<file path="src/rtl/wtWalkPkg.sv">
package wtWalkPkg;

  typedef enum logic [1:0] {
    MODE_DEPTH = 2'd0,
    MODE_PARTK = 2'd1,
    MODE_DWISE = 2'd2
  } travMode_e;

  typedef enum logic {
    ST_IDLE = 1'b0,
    ST_RUN  = 1'b1
  } seqState_e;

  typedef struct packed {
    logic load;
    logic advance;
  } seqStrobe_t;

endpackage

</file>
<file path="src/rtl/wtWalkCtrl.sv">
module wtWalkCtrl
  import wtWalkPkg::*;
(
  input  logic       clk,
  input  logic       rstN,
  input  logic       start,
  input  logic       outReady,
  input  logic       lastBeat,
  output logic       outValid,
  output logic       outDone,
  output seqStrobe_t strb
);

  seqState_e state;

  assign outValid    = (state == ST_RUN);
  assign strb.load    = (state == ST_IDLE) && start;
  assign strb.advance = outValid && outReady;

  always_ff @(posedge clk or negedge rstN) begin
    if (!rstN) begin
      state   <= ST_IDLE;
      outDone <= 1'b0;
    end else begin
      outDone <= 1'b0;
      case (state)
        ST_IDLE: if (start) state <= ST_RUN;
        ST_RUN: begin
          if (outReady && lastBeat) begin
            state   <= ST_IDLE;
            outDone <= 1'b1;
          end
        end
        default: state <= ST_IDLE;
      endcase
    end
  end

  // The done pulse only appears once the stream is idle.
  assert_done_idle_R12: assert property (@(posedge clk) disable iff (!rstN)
    outDone |-> !outValid);

  // A walk only begins because of a start pulse.
  assert_valid_from_start_R2: assert property (@(posedge clk) disable iff (!rstN)
    $rose(outValid) |-> $past(start));

endmodule

</file>
<file path="src/rtl/wtWalkPath.sv">
module wtWalkPath
  import wtWalkPkg::*;
#(
  parameter int KER_W     = 4,
  parameter int DIM_W     = 8,
  parameter int IFM_UBLK  = 8,
  parameter int OFM_UBLK  = 8,
  parameter int SUB_MAX_H = 8,
  parameter int SUB_MAX_W = 8
) (
  input  logic                clk,
  input  logic                rstN,
  input  seqStrobe_t          strb,
  input  logic [KER_W-1:0]    cfgKernH,
  input  logic [KER_W-1:0]    cfgKernW,
  input  logic [DIM_W-1:0]    cfgInDepth,
  input  logic [DIM_W-1:0]    cfgOutDepth,
  input  logic [DIM_W-1:0]    cfgOutBlk,
  input  logic                cfgWide16,
  input  logic [1:0]          cfgMode,
  output logic                outZero,
  output logic [KER_W:0]      outKy,
  output logic [KER_W:0]      outKx,
  output logic [DIM_W:0]      outIc,
  output logic [DIM_W:0]      outOc,
  output logic                lastBeat
);

  localparam int CH_W   = DIM_W + 1;
  localparam int KC_W   = KER_W + 1;
  localparam int EL_W   = $clog2(SUB_MAX_H * SUB_MAX_W + 4) + 1;
  localparam int LEVELS = 10;

  localparam logic [CH_W-1:0] IU    = CH_W'(IFM_UBLK);
  localparam logic [CH_W-1:0] OU    = CH_W'(OFM_UBLK);
  localparam logic [KC_W-1:0] SMH   = KC_W'(SUB_MAX_H);
  localparam logic [KC_W-1:0] SMW   = KC_W'(SUB_MAX_W);

  // sampled configuration
  logic [KC_W-1:0] kh, kw;
  logic [CH_W-1:0] inD, outD, blk;
  logic            wide;
  travMode_e       mode;

  // loop counters, innermost first
  logic [CH_W-1:0] il, ol, iui, ou, iuo, ibz, obz;
  logic [EL_W-1:0] el;
  logic [KC_W-1:0] sx, sy, kx, ky;

  logic isPk, isDw;
  logic [CH_W-1:0] ifmBlk, remOut, remIn, clipOfm, clipIfm, outerDepth, innerDepth, ilLast;
  logic [KC_W-1:0] remH, remW, subH, subW;
  logic [EL_W-1:0] rawEl, elems;
  logic [LEVELS-1:0] lastV;
  logic [LEVELS:0]   carry;

  always_comb begin
    isPk    = (mode == MODE_PARTK);
    isDw    = (mode == MODE_DWISE);
    ifmBlk  = (isPk || wide) ? CH_W'(16) : CH_W'(32);
    remOut  = outD - obz;
    clipOfm = (blk < remOut) ? blk : remOut;
    remIn   = inD - ibz;
    if (isDw)      clipIfm = IU;
    else if (isPk) clipIfm = (ifmBlk < remIn) ? ifmBlk : remIn;
    else           clipIfm = ifmBlk;
    outerDepth = isPk ? clipIfm : CH_W'(1);
    innerDepth = isPk ? CH_W'(1) : clipIfm;
    ilLast     = isDw ? '0 : IU - CH_W'(1);

    remH = kh - sy;
    remW = kw - sx;
    subH = (remH > SMH) ? SMH : remH;
    subW = (remW > SMW) ? SMW : remW;
    rawEl = EL_W'(subH) * EL_W'(subW);
    if (isDw || (isPk && !wide)) elems = (rawEl + EL_W'(3)) & ~EL_W'(3);
    else if (isPk)               elems = (rawEl + EL_W'(1)) & ~EL_W'(1);
    else                         elems = rawEl;
  end

  always_comb begin
    lastV[0] = (il == ilLast);
    lastV[1] = (ol == OU - CH_W'(1));
    lastV[2] = (iui + IU >= innerDepth);
    lastV[3] = (el == elems - EL_W'(1));
    lastV[4] = (ou + OU >= clipOfm);
    lastV[5] = (iuo + IU >= outerDepth);
    lastV[6] = (sx + SMW >= kw);
    lastV[7] = (sy + SMH >= kh);
    lastV[8] = isDw || (ibz + ifmBlk >= inD);
    lastV[9] = (obz + blk >= outD);
    carry[0] = strb.advance;
    for (int i = 0; i < LEVELS; i++) carry[i+1] = carry[i] & lastV[i];
  end

  assign lastBeat = &lastV;

  always_ff @(posedge clk or negedge rstN) begin
    if (!rstN) begin
      kh <= '0; kw <= '0; inD <= '0; outD <= '0; blk <= '0;
      wide <= 1'b0; mode <= MODE_DEPTH;
      il <= '0; ol <= '0; iui <= '0; ou <= '0; iuo <= '0; ibz <= '0; obz <= '0;
      el <= '0; sx <= '0; sy <= '0; kx <= '0; ky <= '0;
    end else if (strb.load) begin
      kh   <= KC_W'(cfgKernH);
      kw   <= KC_W'(cfgKernW);
      inD  <= CH_W'(cfgInDepth);
      outD <= CH_W'(cfgOutDepth);
      blk  <= CH_W'(cfgOutBlk);
      wide <= cfgWide16;
      mode <= travMode_e'(cfgMode);
      il <= '0; ol <= '0; iui <= '0; ou <= '0; iuo <= '0; ibz <= '0; obz <= '0;
      el <= '0; sx <= '0; sy <= '0; kx <= '0; ky <= '0;
    end else begin
      if (carry[0]) il  <= lastV[0] ? '0 : il + CH_W'(1);
      if (carry[1]) ol  <= lastV[1] ? '0 : ol + CH_W'(1);
      if (carry[2]) iui <= lastV[2] ? '0 : iui + IU;
      if (carry[3]) begin
        if (lastV[3]) begin
          el <= '0; kx <= '0; ky <= '0;
        end else begin
          el <= el + EL_W'(1);
          if (kx == subW - KC_W'(1)) begin
            kx <= '0;
            ky <= ky + KC_W'(1);
          end else begin
            kx <= kx + KC_W'(1);
          end
        end
      end
      if (carry[4]) ou  <= lastV[4] ? '0 : ou + OU;
      if (carry[5]) iuo <= lastV[5] ? '0 : iuo + IU;
      if (carry[6]) sx  <= lastV[6] ? '0 : sx + SMW;
      if (carry[7]) sy  <= lastV[7] ? '0 : sy + SMH;
      if (carry[8]) ibz <= lastV[8] ? '0 : ibz + ifmBlk;
      if (carry[9]) obz <= lastV[9] ? '0 : obz + blk;
    end
  end

  always_comb begin
    outIc   = ibz + iuo + iui + il;
    outOc   = obz + ou + ol;
    outKy   = sy + ky;
    outKx   = sx + kx;
    outZero = (outIc >= inD) || (outOc >= outD) || (ky >= subH);
  end

  // The column counter and the element counter move together, so the column stays inside the subkernel.
  assert_kx_in_sub_R7: assert property (@(posedge clk) disable iff (!rstN)
    (subW != '0) |-> (kx < subW));

  // The element index never passes the padded count of the current subkernel.
  assert_el_bound_R6: assert property (@(posedge clk) disable iff (!rstN)
    (elems != '0) |-> (el < elems));

endmodule

</file>
<file path="src/rtl/wtWalkSeq.sv">
module wtWalkSeq
  import wtWalkPkg::*;
#(
  parameter int KER_W     = 4,
  parameter int DIM_W     = 8,
  parameter int IFM_UBLK  = 8,
  parameter int OFM_UBLK  = 8,
  parameter int SUB_MAX_H = 8,
  parameter int SUB_MAX_W = 8
) (
  input  logic             clk,
  input  logic             rstN,
  input  logic             start,
  input  logic [KER_W-1:0] cfgKernH,
  input  logic [KER_W-1:0] cfgKernW,
  input  logic [DIM_W-1:0] cfgInDepth,
  input  logic [DIM_W-1:0] cfgOutDepth,
  input  logic [DIM_W-1:0] cfgOutBlk,
  input  logic             cfgWide16,
  input  logic [1:0]       cfgMode,
  output logic             outValid,
  input  logic             outReady,
  output logic             outZero,
  output logic [KER_W:0]   outKy,
  output logic [KER_W:0]   outKx,
  output logic [DIM_W:0]   outIc,
  output logic [DIM_W:0]   outOc,
  output logic             outDone
);

  seqStrobe_t strb;
  logic       lastBeat;

  wtWalkCtrl uCtrl (
    .clk(clk), .rstN(rstN), .start(start), .outReady(outReady),
    .lastBeat(lastBeat), .outValid(outValid), .outDone(outDone), .strb(strb)
  );

  wtWalkPath #(
    .KER_W(KER_W), .DIM_W(DIM_W), .IFM_UBLK(IFM_UBLK), .OFM_UBLK(OFM_UBLK),
    .SUB_MAX_H(SUB_MAX_H), .SUB_MAX_W(SUB_MAX_W)
  ) uPath (
    .clk(clk), .rstN(rstN), .strb(strb),
    .cfgKernH(cfgKernH), .cfgKernW(cfgKernW), .cfgInDepth(cfgInDepth),
    .cfgOutDepth(cfgOutDepth), .cfgOutBlk(cfgOutBlk), .cfgWide16(cfgWide16),
    .cfgMode(cfgMode), .outZero(outZero), .outKy(outKy), .outKx(outKx),
    .outIc(outIc), .outOc(outOc), .lastBeat(lastBeat)
  );

  // A stalled beat stays offered and unchanged.
  assert_hold_on_stall_R11: assert property (@(posedge clk) disable iff (!rstN)
    (outValid && !outReady) |=> (outValid && $stable({outZero, outKy, outKx, outIc, outOc})));

endmodule

</file>
<file path="config.mk">
export PLATFORM = sky130hd
export DESIGN_NAME = wtWalkSeq
export DESIGN_NICKNAME = d
export VERILOG_FILES = /design/src/rtl/wtWalkPkg.sv /design/src/rtl/wtWalkCtrl.sv /design/src/rtl/wtWalkPath.sv /design/src/rtl/wtWalkSeq.sv
export SDC_FILE = /design/constraint.sdc
export NUM_CORES = 1
export LEC_CHECK = 0
export BUFFER_PORTS_ARGS = -buffer_cell sky130_fd_sc_hd__buf_2
export CAP_MARGIN = 20
export CORE_MARGIN = 4
export CORE_UTILIZATION = 38
export CTS_CLUSTER_SIZE = 25
export DETAILED_ROUTE_END_ITERATION = 7
export PLACE_DENSITY_LB_ADDON = 0.2
export SLEW_MARGIN = 10
export SYNTH_ARGS = -nofsm -noshare
export SYNTH_HDL_FRONTEND = slang
export SYNTH_SLANG_ARGS = --single-unit
</file>
<file path="constraint.sdc">
create_clock -name clk -period 6 [get_ports clk]
set_input_delay 1.5 -clock clk [delete_from_list [all_inputs] [get_ports clk]]
set_output_delay 1.5 -clock clk [all_outputs]
set_load 0.02 [all_outputs]
</file>
# Word level (Yosys, flattened, before mapping)
# Cells that the tools add are included.
# totals
output_inout_bits,31
input_bits,39
wordCells,157
reg_bits,128
# op_classes
bitwise,10
muxes,55
n_reduce_logical,23
n_mul,1
add_sub_neg,27
eq_ne,6
n_lt_le_gt_ge,14
# op_table
op,n
9-bit two-way mux,27
5-bit two-way mux,16
9-bit adder,6
8-bit two-way mux,5
9-bit by 8-bit greater-or-equal comparator with 1-bit output,4
"9-bit by 4-bit adder with 9-bit output, second input constant",3
9-bit greater-or-equal comparator,3
2-bit nonzero test,10
"9-bit by 1-bit adder with 9-bit output, second input constant",2
8-bit by 9-bit subtractor with 9-bit output,2
"8-bit by 1-bit adder with 8-bit output, second input constant",2
"5-bit by 1-bit adder with 5-bit output, second input constant",2
"5-bit by 4-bit adder with 5-bit output, second input constant",2
5-bit adder,2
5-bit by 4-bit greater-or-equal comparator with 1-bit output,2
"5-bit by 4-bit greater-than comparator with 1-bit output, second input constant",2
10-bit AND reduction,1
4-bit by 5-bit subtractor with 5-bit output,2
9-bit by 8-bit adder with 9-bit output,1
1-bit AND,9
"9-bit by 3-bit == test with 1-bit output, second input constant",1
9-bit == test,1
8-bit by 9-bit < comparator with 1-bit output,1
9-bit < comparator,1
19 further kinds,29

# Longest topological paths before layout
# Gate-level depths: netlist of run 1.
# logic_depth
word_depth,18
mapped_depth,26
mapped_depth_nobuf,25

# Modules after synthesis
# Synthesis of run 1 repeated with hierarchy kept, for this count alone.
# hier_totals
cells_unflattened,1116
area_unflattened_um2,10277.4
# modules_own_cells
module,instances,cells_per_inst,area_per_inst_um2
wtWalkPath,1,1109,10189.8
wtWalkCtrl,1,7,87.6

# Worst setup path before layout of run 1
# No wires, ideal clock.
# synth_timing
path_kind,flip-flop to flip-flop
startpoint,reg uPath.sy[3]
endpoint,reg uPath.obz[8]
path_slack_ns,-0.029
path_stages_with_launch,23
t_arrival_ns,5.909
synth_period_minus_slack_ns,6.029
path_cell_list,dfrtp_1 > inv_1 > ha_1 > nor2_1 > nand3_1 > fa_1 > inv_1 > fa_1 > inv_1 > fa_1 > inv_1 > ha_1 > a21oi_1 > a21boi_0 > nor4_1 > xor3_1 > a311oi_1 > a311oi_1 > a211o_1 > buf_6 > or4_4 > buf_6 > and3_1
# synth_via
elab_chain_cells,16
# synth_lines
item,line_no,rtl
from (decl),wtWalkPath.sv:48,"logic [KC_W-1:0] sx, sy, kx, ky;"
from (signal assigned),wtWalkPath.sv:134,if (carry[7]) sy <= lastV[7] ? '0 : sy + SMH;
4-bit by 5-bit subtractor with 5-bit output,wtWalkPath.sv:71,remH = kh - sy;
5-bit by 4-bit greater-than comparator with 1-bit output,wtWalkPath.sv:73,subH = (remH > SMH) ? SMH : remH;
5-bit two-way mux,wtWalkPath.sv:73,
5-bit by 5-bit multiplier with 8-bit output,wtWalkPath.sv:75,rawEl = EL_W'(subH) * EL_W'(subW);
8-bit by 1-bit adder with 8-bit output,wtWalkPath.sv:77,else if (isPk) elems = (rawEl + EL_W'(1)) & ~EL_W'(1);
8-bit two-way mux,wtWalkPath.sv:77,
8-bit two-way mux,wtWalkPath.sv:76,if (isDw || (isPk && !wide)) elems = (rawEl + EL_W'(3)) & ~EL_W'(3);
8-bit by 1-bit subtractor with 8-bit output,wtWalkPath.sv:85,lastV[3] = (el == elems - EL_W'(1));
8-bit == test,wtWalkPath.sv:85,
1-bit AND (4 in a row),wtWalkPath.sv:93,for (int i = 0; i < LEVELS; i++) carry[i+1] = carry[i] & lastV[i];
1-bit AND (*) (2 in a row),wtWalkPath.sv:93,
2-bit nonzero test (no source line) (*),--,
to (signal assigned),wtWalkPath.sv:136,if (carry[9]) obz <= lastV[9] ? '0 : obz + blk;
to (decl),wtWalkPath.sv:46,"logic [CH_W-1:0] il, ol, iui, ou, iuo, ibz, obz;"
# Mark *: on every way between the ends. The rest lies on a longest branch, timed or not.
# A chain may end at the register's enable or synchronous reset.

# Final worst setup path of run 1
# layout_timing
startpoint,reg uPath.sx[3]
endpoint,reg uPath.obz[6]
# layout_via
elab_chain_cells,16
# layout_lines
item,line_no,rtl
from (decl),wtWalkPath.sv:48,
from (signal assigned),wtWalkPath.sv:133,if (carry[6]) sx <= lastV[6] ? '0 : sx + SMW;
4-bit by 5-bit subtractor with 5-bit output,wtWalkPath.sv:72,remW = kw - sx;
5-bit by 4-bit greater-than comparator with 1-bit output,wtWalkPath.sv:74,subW = (remW > SMW) ? SMW : remW;
5-bit two-way mux,wtWalkPath.sv:74,
5-bit by 5-bit multiplier with 8-bit output,wtWalkPath.sv:75,
8-bit by 1-bit adder with 8-bit output,wtWalkPath.sv:77,
8-bit two-way mux,wtWalkPath.sv:77,
8-bit two-way mux,wtWalkPath.sv:76,
8-bit by 1-bit subtractor with 8-bit output,wtWalkPath.sv:85,
8-bit == test,wtWalkPath.sv:85,
1-bit AND (3 in a row),wtWalkPath.sv:93,
1-bit AND (*) (3 in a row),wtWalkPath.sv:93,
2-bit nonzero test (no source line) (*),--,
# Marks and branches as above.

==> out/metrics.cfg, run 1 <==
[synthesis]
syn-cell-area_um2=10400
ys.flop_type=dfrtp_1
avgSynthCellArea_um2=8.79
yosysWarningCount=0
synth_cell_types=83
ys_seq_area_share_pct=26.2
async_reset_ff_share_pct=100
synthCells=1185
ys_ff_latch=109
synth_edf_count=0

[timing]
fin_crit_ns=5.86
slew_violations=0
hold_viol_final=0
max_slew_margin_pct=39.4
worst_pin_slew_ns=0.904
clock.fmax_ghz=0.171
tns_ns=0
fin_hold_ws_ns=0.531
finalSetupViolations=0
fin_crit_sh_pct=97.6
fin_skew_ns=0.0127

[setup_path]
critical_path_required_ns=6.24
crit_buf_inv=5
critical_path.endpoint_type=flop
crit_type=reg2reg
crit_family=adder cells
cp_common_cell=inv_1
cp-start-kind=flop
slowest_stage=fa_1
crit_fanout=5
cpPeakStageDelay_ns=0.54
path_cells=inv_1, ha_4, nor3b_2, nand3_1, fa_1, inv_1, fa_1, inv_1, fa_1, inv_1, ha_4, nand3_1, and3b_2, nor4_4, xor3_2, mux2i_1, a311oi_2, a211o_1, buf_4, or4_4, mux2i_1
crit_arrival_ns=6.10

[die]
core_um2=27000
fp.dieH_um=174
dieWidth_um=174
num_rows=60
ios=70
start_util_pct=38.7
dieArea_um2=30100

[global_route]
grt_max_degree=61
grt.total_usage_pct=18.2
grt_pass1_vias=8710
antenna_found_initial=0
grt.overflow.total=0
grt_pass1_wl_um=45300

[place]
dp.final_hpwl_um=21600
portBuffers=69
gp_congestion=0.870
place_area_um2=11400

[cells_and_area]
mostFrequentLayoutCells=ha_1, nand2_1, dfrtp_1
diodes=0
fillers=2691
final_nets=1506
final_common_cell=ha_1
stdcell_area_um2=12100
syn2layout_area_growth_pct=15.7
layout-drive-gt1-share_pct=16.6

[detailed_routing]
first_pass_iters=5
wl_per_cell_um=16.9
routed_wl_um=27900
initialDrtViolationCount=509
vias=8783
route.detailed.vias_per_inst=5.33
ant_nets=0
drt_drc_violations_left=0

[clock_tree]
clk_path_buf_depth=2
hold_buffers=0
htree_levels=3
root_buffer=clkbuf_16
cts_made_buffers=9
clock-sinks=109
cts_tree=yes
clk_latency_ns=0.37
cts.clk_slew.worst_paths_ns=0.09

[power_and_ir_drop]
power-per-cell-area_nw_per_um2=237
vdd_drop_max_mv=0.142
p_leak_nw=5.88

[run]
maxCapViolations=0

[worst_hold_path]
hold_class=reg2reg

[outcome]
run_status=finished clean

==> stage by stage <==
| stage | util [%] | setup WS [ns] | power (W) | std cells |
|---|---|---|---|---|
| after CTS | 43.6 | 0.0242 | 0.00278 | 1634 |
| after floorplan | - | 0.0177 | 0.00178 | 1207 |
| after global placement | 42.4 | -0.0670 | 0.00212 | 1618 |
| after global routing | 44.7 | -0.0624 | 0.00309 | 1647 |
| after detailed placement | 42.4 | -0.0815 | 0.00214 | 1618 |
| final | 44.7 | 0.141 | 0.00286 | 1647 |
==> synthesized netlist by cell type (5+ instances only) <==
cell type | number | area share [%]
a21o_1 | 21 | 1.5
dfrtp_1 | 109 | 26
and3_1 | 21 | 1.3
mux2_2 | 7 | 0.76
buf_2 | 5 | 0.24
nand3b_1 | 5 | 0.36
or3_1 | 8 | 0.48
nor4_1 | 15 | 0.90
buf_4 | 6 | 0.43
a211oi_1 | 7 | 0.50
xor2_1 | 35 | 2.9
mux2i_1 | 19 | 1.8
fa_1 | 27 | 5.2
nor3b_1 | 7 | 0.50
inv_1 | 80 | 2.9
clkbuf_1 | 34 | 1.2
nand2b_1 | 18 | 1.1
nor2b_1 | 22 | 1.3
nand2_1 | 134 | 4.8
a21oi_1 | 51 | 2.4
ha_1 | 139 | 17
o21bai_1 | 10 | 0.72
xnor2_1 | 62 | 5.2
o21a_1 | 8 | 0.58
nor3_1 | 18 | 0.86
nand4_1 | 15 | 0.90
o21ai_0 | 77 | 3.7
nand3_1 | 48 | 2.3
nor2_1 | 63 | 2.3
o31ai_1 | 9 | 0.65
or4_1 | 10 | 0.72
o22ai_1 | 5 | 0.30
==> final timing paths <==
| kind | start | to | slack, ns | cells past startpoint |
|---|---|---|---|---|
| worst max-delay path | uPath.sx[3] | uPath.obz[6] | 0.14 | 21 |
| worst min-delay path | uPath.il[8] | uPath.il[8] | 0.53 | 1 |
| max in group asynchronous | rstN | uPath.iui[4] | 3.54 | 2 |
| worst max register to register | uPath.sx[3] | uPath.obz[6] | 0.14 | 21 |
| worst min register to register | uPath.il[8] | uPath.il[8] | 0.53 | 1 |
| min in group asynchronous | rstN | uPath.outD[1] | 1.22 | 1 |
==> power breakdown <==
part           switching [W]  internal, W  total [W]
clock               0.000327     0.000292   0.000619
combinational       0.000794     0.000595    0.00139
sequential         0.0000664     0.000785   0.000851
==> sequential cells by signal, summed over array words and instances (netlist names) <==
| signal | cells |
|---|---|
| uPath.il | 9 |
| uPath.obz | 9 |
| uPath.ol | 9 |
| uPath.blk | 8 |
| uPath.el | 8 |
| uPath.inD | 8 |
| uPath.outD | 8 |
| uPath.iui | 6 |
| uPath.iuo | 6 |
| uPath.ou | 6 |
| uPath.ibz | 5 |
| uPath.kx | 5 |
| uPath.ky | 5 |
| uPath.kh | 4 |
| uPath.kw | 4 |
| uPath.mode | 2 |
| uPath.sx | 2 |
| uPath.sy | 2 |
| uCtrl.outDone | 1 |
| uCtrl.outValid | 1 |
| uPath.wide | 1 |
==> area by class of cell <==
class,instances,area (um2),share of cell area (%)
flip-flops and latches,109,2730,22.7
repair buffers,129,825,6.84
well taps,341,427,3.54
clock inverters,7,63.8,0.529
multi-input cells,970,7470,62.0
inverters,82,310,2.57
clock buffers,9,225,1.87
==> timing repair <==
item / 4_1_cts / 5_1_grt
setup endpoints to repair: 21 / 49
gates resized for setup: 9 / 44
gates cloned: 0 / 1
setup buffers: 0 / 12
pin swaps: 1 / 26
==> logic make-up after synthesis <==
group	share of synthesized area, %
buffers and inverters	5.09
adders and majority gates	21.9
xor gates and xnor gates	8.54
other	0.0721
AOI/OAI and AO/OA	14.8
DFF	26.2
muxes	2.86
and+or+nand+nor	20.6
==> per-layer routing <==
metal / global-route usage (%) / routed length, um / vias to the layer above
met1: 24.8 / 13100 / 4218
met5: 0 / 0 / -
li1: - / - / 4390
met4: 3.70 / 328 / 0
met2: 31.1 / 13400 / 149
met3: 2.79 / 1100 / 26
No activity file was read; power rests on OpenSTA's default activity.
==> run 2: changes to the inputs <==
CORE_ASPECT_RATIO = 0.5   (was default)
==> out/metrics.cfg, run 2 (synthesis gave the netlist of run 1 again) <==
[outcome]
run_status=finished clean

[global_route]
grt.busiest_layer=met2
grt_pass1_vias=8693
grt_util_met1_pct=25.8
antenna_found_initial=0
grt_max_degree=67
grt_pass1_wl_um=44900
use_met2_pct=28.8
grt.overflow.total=0
use_met3_pct=3.68
grt.total_usage_pct=18.1

[cells_and_area]
syn2layout_area_growth_pct=15.2
final_util_pct=45.0
layout-drive-gt1-share_pct=15.8
mostFrequentLayoutCells=nand2_1, ha_1, dfrtp_1
final_nets=1495
diodes=0
largestRegisters=uPath.il x9, uPath.obz x9, uPath.ol x9

[setup_path]
crit_path_end=outZero
crit_family=adder cells
crit_type=reg2out
crit_arrival_ns=4.34
slowest_stage=fa_1
r2r-start=uPath.kw[3]
crit_buf_inv=1
crit_fanout=2
path_cells=fa_1, fa_1, ha_2, o21bai_2, a21o_1, a21oi_2, xnor2_2, ha_1, nand4_1, nor2_1, nor4_1, o2111ai_1, or4b_4, buf_6
cp_common_cell=fa_1
reg2reg_slack_ns=0.23
critical_path_required_ns=4.50
critical_path.endpoint_type=primary output
cpPeakStageDelay_ns=0.56
crit_start=uPath.ibz[4]
reg2reg_depth=23
path_depth=14
cp-start-kind=flop
r2r-end=uPath.ibz[7]

[timing]
slew_violations=0
hold_viol_final=0
tns_ns=0
fin_crit_ns=5.84
finalSetupViolations=0
fin_skew_ns=0.00860
fin_crit_sh_pct=97.3
setup_slack_ns=0.160
clock.fmax_ghz=0.171
worst_pin_slew_ns=0.932
max_slew_margin_pct=37.9

[clock_tree]
clock-sinks=109
cts_tree=yes
root_buffer=clkbuf_16
cts.clk_slew.worst_paths_ns=0.08
htree_levels=3
cts_made_buffers=9
clk_path_buf_depth=2
clk_latency_ns=0.38

[power_and_ir_drop]
power-per-cell-area_nw_per_um2=238
vdd_drop_max_mv=0.144
combPwrFrac_pct=47.6
clkPwrFrac_pct=22.5
power_frac_seq_pct=29.9
p_switching_w=0.00118
p_int_w=0.00169
p_leak_nw=5.82
swShare_pct=41.1

[die]
dieArea_um2=30300
dieWidth_um=242
ios=70
core_um2=26700
start_util_pct=39.0
fp.dieH_um=125
num_rows=42

[detailed_routing]
first_pass_iters=5
initialDrtViolationCount=632
wl_per_cell_um=17.1
vias=8828
routed_wl_um=28200
ant_nets=0
route.detailed.vias_per_inst=5.36
drt_drc_violations_left=0

[place]
dp.final_hpwl_um=21700
pre_cts_slack_ns=-0.0823
portBuffers=69
gp_congestion=0.865

[run]
maxCapViolations=0

[worst_hold_path]
hold_class=reg2reg

## run 2: cell count changes in the layout (fill, tap and decap cells not counted), sizes merged
cell	previous run	this run
buf	129	118
bufinv	0	1
clkbuf	9	10
clkinv	2	5
clkinvlp	1	0
inv	86	82
## run 2: metrics by stage
step	power [W]	hold WS [ns]	cell area, um2	cells
detailed placement	0.00213	0.510	11400	1619
global route	0.00306	0.556	12000	1647
global placement	0.00209	0.507	11400	1619
CTS	0.00279	0.527	11700	1635
floorplan	0.00178	0.475	10500	1207
finish	0.00286	0.522	12000	1647
## run 2: per-layer routing
metal	wire length [um]	vias to the layer above
li1	-	4364
met2	12400	142
met5	0	-
met3	1470	20
met1	14000	4302
met4	296	0
## run 2: power groups by stage
stage	sequential (W)	combinational, W	clock (W)
global route	0.000864	0.00151	0.000690
detailed placement	0.000869	0.00126	0
floorplan	0.000839	0.000940	0
finish	0.000855	0.00136	0.000644
global placement	0.000868	0.00123	0
CTS	0.000856	0.00127	0.000666
## run 2: cell type report
type                    count  area (um2)
inverters                  82         310
clock buffers              10         229
fillers                  2611       14700
repair buffers            118         729
well taps                 352         440
multi-input cells         970        7490
clock inverters             6        73.8
flip-flops and latches    109        2730
## run 2: how the worst min path moves through the flow
stage / to / from / depth (start not counted)
after floorplan: uPath.kh[0] / uPath.kh[0] / 2
after global placement: uPath.il[8] / uPath.il[8] / 1
after detailed placement: uPath.kh[0] / uPath.kh[0] / 2
after CTS: uPath.il[8] / uPath.il[8] / 1
after global routing: uPath.kh[0] / uPath.kh[0] / 2
final: uPath.il[8] / uPath.il[8] / 1
## run 2: repair_timing
action / CTS / global route
pin swaps: 1 / 20
endpoints found under the setup margin: 7 / 48
hold buffers: 0 / 0
buffers inserted: 0 / 11
gates resized for setup: 7 / 44
gates cloned: 0 / 1
